[src/rtl/flash_wprot_pkg.sv]
package flash_wprot_pkg;
   localparam int unsigned LVL_W = 3;

   typedef struct packed {
      logic             lock;
      logic [1:0]       zero;
      logic [LVL_W-1:0] lvl;
      logic             wel;
      logic             busy;
   } fstat_t;
endpackage

[src/rtl/flash_wprot_range.sv]
module flash_wprot_range
   import flash_wprot_pkg::*;
#(
   parameter int unsigned ADDR_W      = 22,
   parameter int unsigned SECT_W      = 16,
   parameter bit          PROTECT_TOP = 1'b1
) (
   input  logic [ADDR_W-1:0] addr_i,
   input  logic [LVL_W-1:0]  lvl_i,
   output logic              hit_o
);
   localparam int unsigned NS_W  = ADDR_W - SECT_W;
   localparam int unsigned NSECT = 1 << NS_W;

   initial begin : param_chk
      assert (ADDR_W > SECT_W) else $error("ADDR_W must exceed SECT_W");
      assert (NS_W <= 16) else $error("sector index too wide");
   end

   logic [NS_W-1:0] sect;
   logic [NS_W:0]   cnt;

   assign sect = addr_i[ADDR_W-1:SECT_W];

   always_comb begin
      if (lvl_i == '0)
         cnt = '0;
      else if (int'(lvl_i) - 1 >= int'(NS_W))
         cnt = (NS_W+1)'(NSECT);
      else
         cnt = (NS_W+1)'(1) << (lvl_i - LVL_W'(1));
   end

   generate
      if (PROTECT_TOP) begin : g_top
         assign hit_o = (cnt != '0) && ({1'b0, sect} >= ((NS_W+1)'(NSECT) - cnt));
      end else begin : g_bottom
         assign hit_o = {1'b0, sect} < cnt;
      end
   endgenerate
endmodule

[src/rtl/flash_wprot_gate.sv]
module flash_wprot_gate
   import flash_wprot_pkg::*;
(
   input  logic             wel_i,
   input  logic             busy_i,
   input  logic             lock_i,
   input  logic             wp_n_i,
   input  logic [LVL_W-1:0] lvl_i,
   input  logic             hit_i,
   input  logic             wrsr_i,
   input  logic             ce_i,
   output logic             ok_o
);
   logic rule_ok;

   always_comb begin
      if (wrsr_i)
         rule_ok = !(lock_i && !wp_n_i);
      else if (ce_i)
         rule_ok = (lvl_i == '0);
      else
         rule_ok = !hit_i;
   end

   assign ok_o = wel_i && !busy_i && rule_ok;
endmodule

[src/rtl/flash_wprot_regs.sv]
module flash_wprot_regs
   import flash_wprot_pkg::*;
(
   input  logic       clk,
   input  logic       rst_n,
   input  logic       set_wel_i,
   input  logic       clr_wel_i,
   input  logic       start_i,
   input  logic       load_i,
   input  logic [7:0] data_i,
   input  logic       done_i,
   input  logic       aux_on_i,
   input  logic       aux_off_i,
   output fstat_t     stat_o,
   output logic       wel_clear_o,
   output logic       aux_o
);
   logic             busy_q, wel_q, lock_q, aux_q, clr_q;
   logic [LVL_W-1:0] lvl_q;
   logic             finish;

   assign finish = done_i && busy_q;

   always_ff @(posedge clk or negedge rst_n) begin
      if (!rst_n) begin
         busy_q <= 1'b0;
         wel_q  <= 1'b0;
         lock_q <= 1'b0;
         lvl_q  <= '0;
         aux_q  <= 1'b0;
         clr_q  <= 1'b0;
      end else begin
         clr_q <= finish;
         if (finish) begin
            busy_q <= 1'b0;
            wel_q  <= 1'b0;
         end else begin
            if (start_i) busy_q <= 1'b1;
            if (set_wel_i) wel_q <= 1'b1;
            else if (clr_wel_i) wel_q <= 1'b0;
         end
         if (load_i) begin
            lock_q <= data_i[7];
            lvl_q  <= data_i[4:2];
         end
         if (!busy_q) begin
            if (aux_on_i) aux_q <= 1'b1;
            else if (aux_off_i) aux_q <= 1'b0;
         end
      end
   end

   assign stat_o      = '{lock: lock_q, zero: 2'b00, lvl: lvl_q, wel: wel_q, busy: busy_q};
   assign wel_clear_o = clr_q;
   assign aux_o       = aux_q;

   assert_clear_consistent_R9: assert property (@(posedge clk) disable iff (!rst_n)
      wel_clear_o |-> (!wel_q && !busy_q));
   assert_wren_sets_R2: assert property (@(posedge clk) disable iff (!rst_n)
      (set_wel_i && !finish) |=> wel_q);
   assert_aux_frozen_R10: assert property (@(posedge clk) disable iff (!rst_n)
      ((aux_on_i || aux_off_i) && busy_q) |=> $stable(aux_q));
endmodule

[src/rtl/flash_wprot_top.sv]
module flash_wprot_top
   import flash_wprot_pkg::*;
#(
   parameter int unsigned ADDR_W      = 22,
   parameter int unsigned SECT_W      = 16,
   parameter bit          PROTECT_TOP = 1'b1
) (
   input  logic              clk,
   input  logic              rst_n,
   input  logic              cmd_wren,
   input  logic              cmd_wrdi,
   input  logic              cmd_wrsr,
   input  logic              cmd_pp,
   input  logic              cmd_se,
   input  logic              cmd_ce,
   input  logic              cmd_aux_on,
   input  logic              cmd_aux_off,
   input  logic [7:0]        wr_data,
   input  logic [ADDR_W-1:0] addr,
   input  logic              wp_n,
   input  logic              op_done,
   output logic [7:0]        status,
   output logic              accept,
   output logic              reject,
   output logic              wel_clear,
   output logic              mode_aux
);
   fstat_t stat;
   logic   hit, ok, modify, go, acc_q, rej_q;

   assign modify = cmd_wrsr || cmd_pp || cmd_se || cmd_ce;
   assign go     = modify && ok;

   flash_wprot_range #(
      .ADDR_W(ADDR_W), .SECT_W(SECT_W), .PROTECT_TOP(PROTECT_TOP)
   ) range_i (
      .addr_i(addr), .lvl_i(stat.lvl), .hit_o(hit)
   );

   flash_wprot_gate gate_i (
      .wel_i(stat.wel), .busy_i(stat.busy), .lock_i(stat.lock), .wp_n_i(wp_n),
      .lvl_i(stat.lvl), .hit_i(hit), .wrsr_i(cmd_wrsr), .ce_i(cmd_ce), .ok_o(ok)
   );

   flash_wprot_regs regs_i (
      .clk(clk), .rst_n(rst_n), .set_wel_i(cmd_wren), .clr_wel_i(cmd_wrdi),
      .start_i(go), .load_i(go && cmd_wrsr), .data_i(wr_data), .done_i(op_done),
      .aux_on_i(cmd_aux_on), .aux_off_i(cmd_aux_off),
      .stat_o(stat), .wel_clear_o(wel_clear), .aux_o(mode_aux)
   );

   always_ff @(posedge clk or negedge rst_n) begin
      if (!rst_n) begin
         acc_q <= 1'b0;
         rej_q <= 1'b0;
      end else begin
         acc_q <= go;
         rej_q <= modify && !ok;
      end
   end

   assign accept = acc_q;
   assign reject = rej_q;
   assign status = stat;

   assert_one_answer_R4: assert property (@(posedge clk) disable iff (!rst_n)
      !(accept && reject));
   assert_no_latch_reject_R3: assert property (@(posedge clk) disable iff (!rst_n)
      (modify && !status[1]) |=> reject);
   assert_pin_lock_R6: assert property (@(posedge clk) disable iff (!rst_n)
      (cmd_wrsr && status[7] && !wp_n) |=> (reject && !accept));
   assert_protected_idle_R7: assert property (@(posedge clk) disable iff (!rst_n)
      ((cmd_pp || cmd_se) && hit && !status[0]) |=> !status[0]);
   assert_busy_reject_R8: assert property (@(posedge clk) disable iff (!rst_n)
      (modify && status[0]) |=> reject);
endmodule

[config.mk]
export PLATFORM = sky130hd
export DESIGN_NAME = flash_wprot_top
export DESIGN_NICKNAME = d
export VERILOG_FILES = /design/src/rtl/flash_wprot_pkg.sv /design/src/rtl/flash_wprot_range.sv /design/src/rtl/flash_wprot_gate.sv /design/src/rtl/flash_wprot_regs.sv /design/src/rtl/flash_wprot_top.sv
export SDC_FILE = /design/constraint.sdc
export NUM_CORES = 1
export LEC_CHECK = 0
export ABC_AREA = 1
export BUFFER_PORTS_ARGS = -buffer_cell sky130_fd_sc_hd__buf_2
export CORE_ASPECT_RATIO = 0.6
export CORE_MARGIN = 5
export CORE_UTILIZATION = 35
export CTS_BUF_LIST = sky130_fd_sc_hd__clkbuf_4 sky130_fd_sc_hd__clkbuf_8
export DETAILED_ROUTE_END_ITERATION = 16
export PLACE_DENSITY_LB_ADDON = 0.25
export SLEW_MARGIN = 20
export SYNTH_ARGS = -nofsm -noshare
export SYNTH_HDL_FRONTEND = slang
export SYNTH_SLANG_ARGS = --single-unit
[constraint.sdc]
create_clock -name clk -period 4.6 [get_ports clk]
set_input_delay 0.23 -clock clk [delete_from_list [all_inputs] [get_ports clk]]
set_output_delay 0.23 -clock clk [all_outputs]
set_load 0.005 [all_outputs]
==> results by group <==
Status
  • Status: finished, final reports clean

Yosys
  • Post-synth top area share: 0.264
  • Fraction of registers with async set/reset: 1.00
  • Top-count cell post-synth: nand2_1
  • Syn. warnings: 0
  • Top cells by area, synth: dfrtp_1 26%, ha_1 16%, nand2_1 12%, inv_1 8.3%, nand2_2 4.6%
  • Sequential fraction of the synthesis area: 0.264
  • Synthesized area: between 900 and 1000 µm²
  • Yosys reg bits: 10
  • Synth top cells by count: 30 x nand2_1, 21 x inv_1, 12 x ha_1
  • Post-Synth Adder-Cell Area: 0.158
  • Compound-Gate Fraction of Synth Area: 0.0672
  • Mux contribution to synthesized area: 0
  • Avg Inst Size Synth: 7.36 µm²
  • Leading area contributor after synthesis: dfrtp_1
  • Post-Synth XOR/XNOR Area: 0.0369
  • Synth Instances: 129
  • Synth Flop Type: dfrtp_1
  • Post-synth EDFFs: 0
  • Post-synthesis cell type count: 25
  • Main combinational cell family by area after synthesis: simple AND/OR/NAND/NOR gates
  • Simple-gate share of the synthesized area: 0.340

CTS
  • Clk slew on worst S/H paths: around 0.040 ns
  • Clk Latency, worst-skew pair: ~0.23 ns
  • CTS H-tree lvls: 1
  • # clock sinks: 10
  • Num CTS Buffers: 3
  • CTS tree: done
  • CTS Root Cell: clkbuf_8
  • Setup Buffers After CTS: 0
  • Max clock buf depth: 2

Route
  • Vias per cell: between 4 and 5
  • Post-route DRC: 0
  • Iter 0 DRT Violations: 37
  • WL per Instance: around 11 µm
  • Routed wire length: between 2 and 2.5 mm
  • Routed Antenna Nets: 0
  • Pre-Repair DR Iteration Count: 4
  • Via count: about 850

Floorplan
  • Die extent in x: between 70 and 80 µm
  • Rows: 14
  • Initial Util: 0.371
  • Die ar.: slightly below 4000 µm²
  • Boundary Pins: 54
  • CORE AREA: ~2600 µm²
  • Die Y: ~50 µm

Timing
  • Fin. max-slew vios: 0
  • Setup ws final: approximately 1.5 ns
  • RSZ-0062 raised after global routing: no
  • Hold Violations, Final: 0
  • Final Cycle Share: 0.681
  • Final setup skew: between 0.001 and 0.0015 ns
  • Setup TNS Final: 0 ns
  • Final setup vio count: 0
  • Fmax: between 0.3 and 0.4 GHz
  • Crit path time final: between 3 and 4 ns

Global routing
  • Initial antenna violation count: 0
  • GRT overflow: 0
  • GRT Util Overall: 0.110
  • Largest net degree at the start of global routing: 11
  • Vias in the first global route: just over 800
  • First-pass GRT wire length: roughly 3.5 mm

Final layout
  • Final core occ: 0.453
  • Share of layout cells above drive strength 1: 0.314
  • N_diodes: 0
  • Layout Nets: between 200 and 250
  • Synth-to-layout area growth: 22.0%

Setup path
  • WS Path Type: register to register
  • CP Launch Type: register
  • Critical-path top delay cell: dfrtp_1
  • Critical Path AT: approximately 3.2 ns
  • CP peak stage delay: around 0.42 ns
  • Crit-path max FO: 5
  • CP Capture Type: register
  • Cell Chain, Critical Path: inv_1, ha_1, inv_1, nand2_1, nand2_1, nor2_1, inv_1, ha_1, inv_1, xor2_1, ha_1, a21oi_1, o21ai_0, nand2_1, nand2_1, nand2_1, nand2_1, nand3_2, nand2_2, nand2_1, nand4_1, nand2_1, nand2_1
  • CP most frequent cell: nand2_1
  • CP Data Required Time: between 4 and 5 ns

Placement
  • Port Buffers: 31
  • Setup Slack @ Placement: 1.45 ns
  • Gpl congestion: about 0.76
  • Post-DP HPWL: 1.79 mm

Flow run
  • # Max-Cap Violations: 0

Hold path
  • Worst hold path class: input port to register

Power and ir drop
  • Power Density: roughly 660 nW/µm²
  • Max VDD drop: 0.000159 V
  • Pleak: 0.666 nW
  • Final Power: 0.768 mW
-- critical path: cells and delay by family (launching register included) --
family          cells  cell delay, ns
compound gates      2            0.21
simple gates       13            1.13
fa+ha+maj           3            0.67
buf+inv             4            0.42
xor+xnor            1            0.16
flops               1            0.42
-- power by group --
part           switching, mW  total, mW  internal (mW)  leakage (nW)
Clock                 0.0305     0.0875         0.0570        0.0216
Sequential            0.0321      0.157          0.125         0.122
Combinational          0.308      0.524          0.216         0.523
Total                  0.370      0.768          0.398         0.666
-- path summary, 6_finish.rpt --
path	depth (start not counted)	slack, ns	from	end
worst max-delay path	23	1.47	regs_i.lvl_q[0]	regs_i.lvl_q[1]
worst min-delay path	3	0.23	cmd_wren	regs_i.wel_q
worst max register to register	23	1.47	regs_i.lvl_q[0]	regs_i.lvl_q[1]
worst min register to register	1	0.49	regs_i.aux_o	regs_i.aux_o
max in group asynchronous	2	4.00	rst_n	regs_i.lvl_q[0]
min in group asynchronous	2	0.41	rst_n	regs_i.lock_q
-- kinds of logic after synthesis --
| family | count (synthesis) |
|---|---|
| AND/OR/NAND/NOR | 65 |
| buffers and inverters | 28 |
| adder cells (fa/ha/maj) | 12 |
| flip-flops | 10 |
| AO/OA/AOI/OAI | 9 |
| XOR/XNOR | 4 |
| other | 1 |
-- placed cells by master (no fill, tap or decap), drive strengths merged, types with 2 or more instances in the layout --
| cell type | synthesis | final |
|---|---|---|
| o21ai | 3 | 3 |
| nor2 | 11 | 11 |
| inv | 22 | 22 |
| conb | 1 | 2 |
| xor2 | 2 | 2 |
| xnor2 | 2 | 2 |
| clkbuf | 1 | 3 |
| ha | 12 | 12 |
| buf | 5 | 31 |
| nand4 | 5 | 5 |
| nand3 | 8 | 8 |
| dfrtp | 10 | 10 |
| a21oi | 5 | 5 |
| nand2 | 39 | 39 |
-- state kept, by name, indices dropped and copies added, names as in the netlist --
register,flops
regs_i.lvl_q,3
regs_i.busy_q,1
regs_i.wel_q,1
regs_i.lock_q,1
regs_i.wel_clear_o,1
accept,1
regs_i.aux_o,1
reject,1
-- per-stage QoR --
step / std cells / hold slack, ns / instance area [µm²]
after detailed placement: 187 / 0.105 / 1110
after global placement: 187 / 0.0984 / 1110
final: 191 / 0.232 / 1160
after global routing: 191 / 0.233 / 1160
after floorplan: 130 / -0.0656 / 953
after CTS: 191 / 0.226 / 1160
-- area by class of cell --
| cell class | instances | area [µm²] |
|---|---|---|
| fill | 263 | 1400 |
| multi-input combinational | 92 | 579 |
| sequential | 10 | 250 |
| timing repair buffer | 32 | 165 |
| inverter | 22 | 82.6 |
| clock buffer | 3 | 41.3 |
| tap | 32 | 40.0 |
-- routing by layer --
layer  track usage  share of wire  vias to the layer above
li1              -              -                      460
met1         0.171           0.52                      362
met2         0.145           0.40                       24
met3        0.0429          0.081                        0
met4       0.00857              0                        0
met5             0              0                        -
-- repair_timing --
item	in CTS	in global routing
hold buffers	1	0
gates resized for setup	0	0
endpoints found under the hold margin	10	0
(Power assumes the default switching activity.)
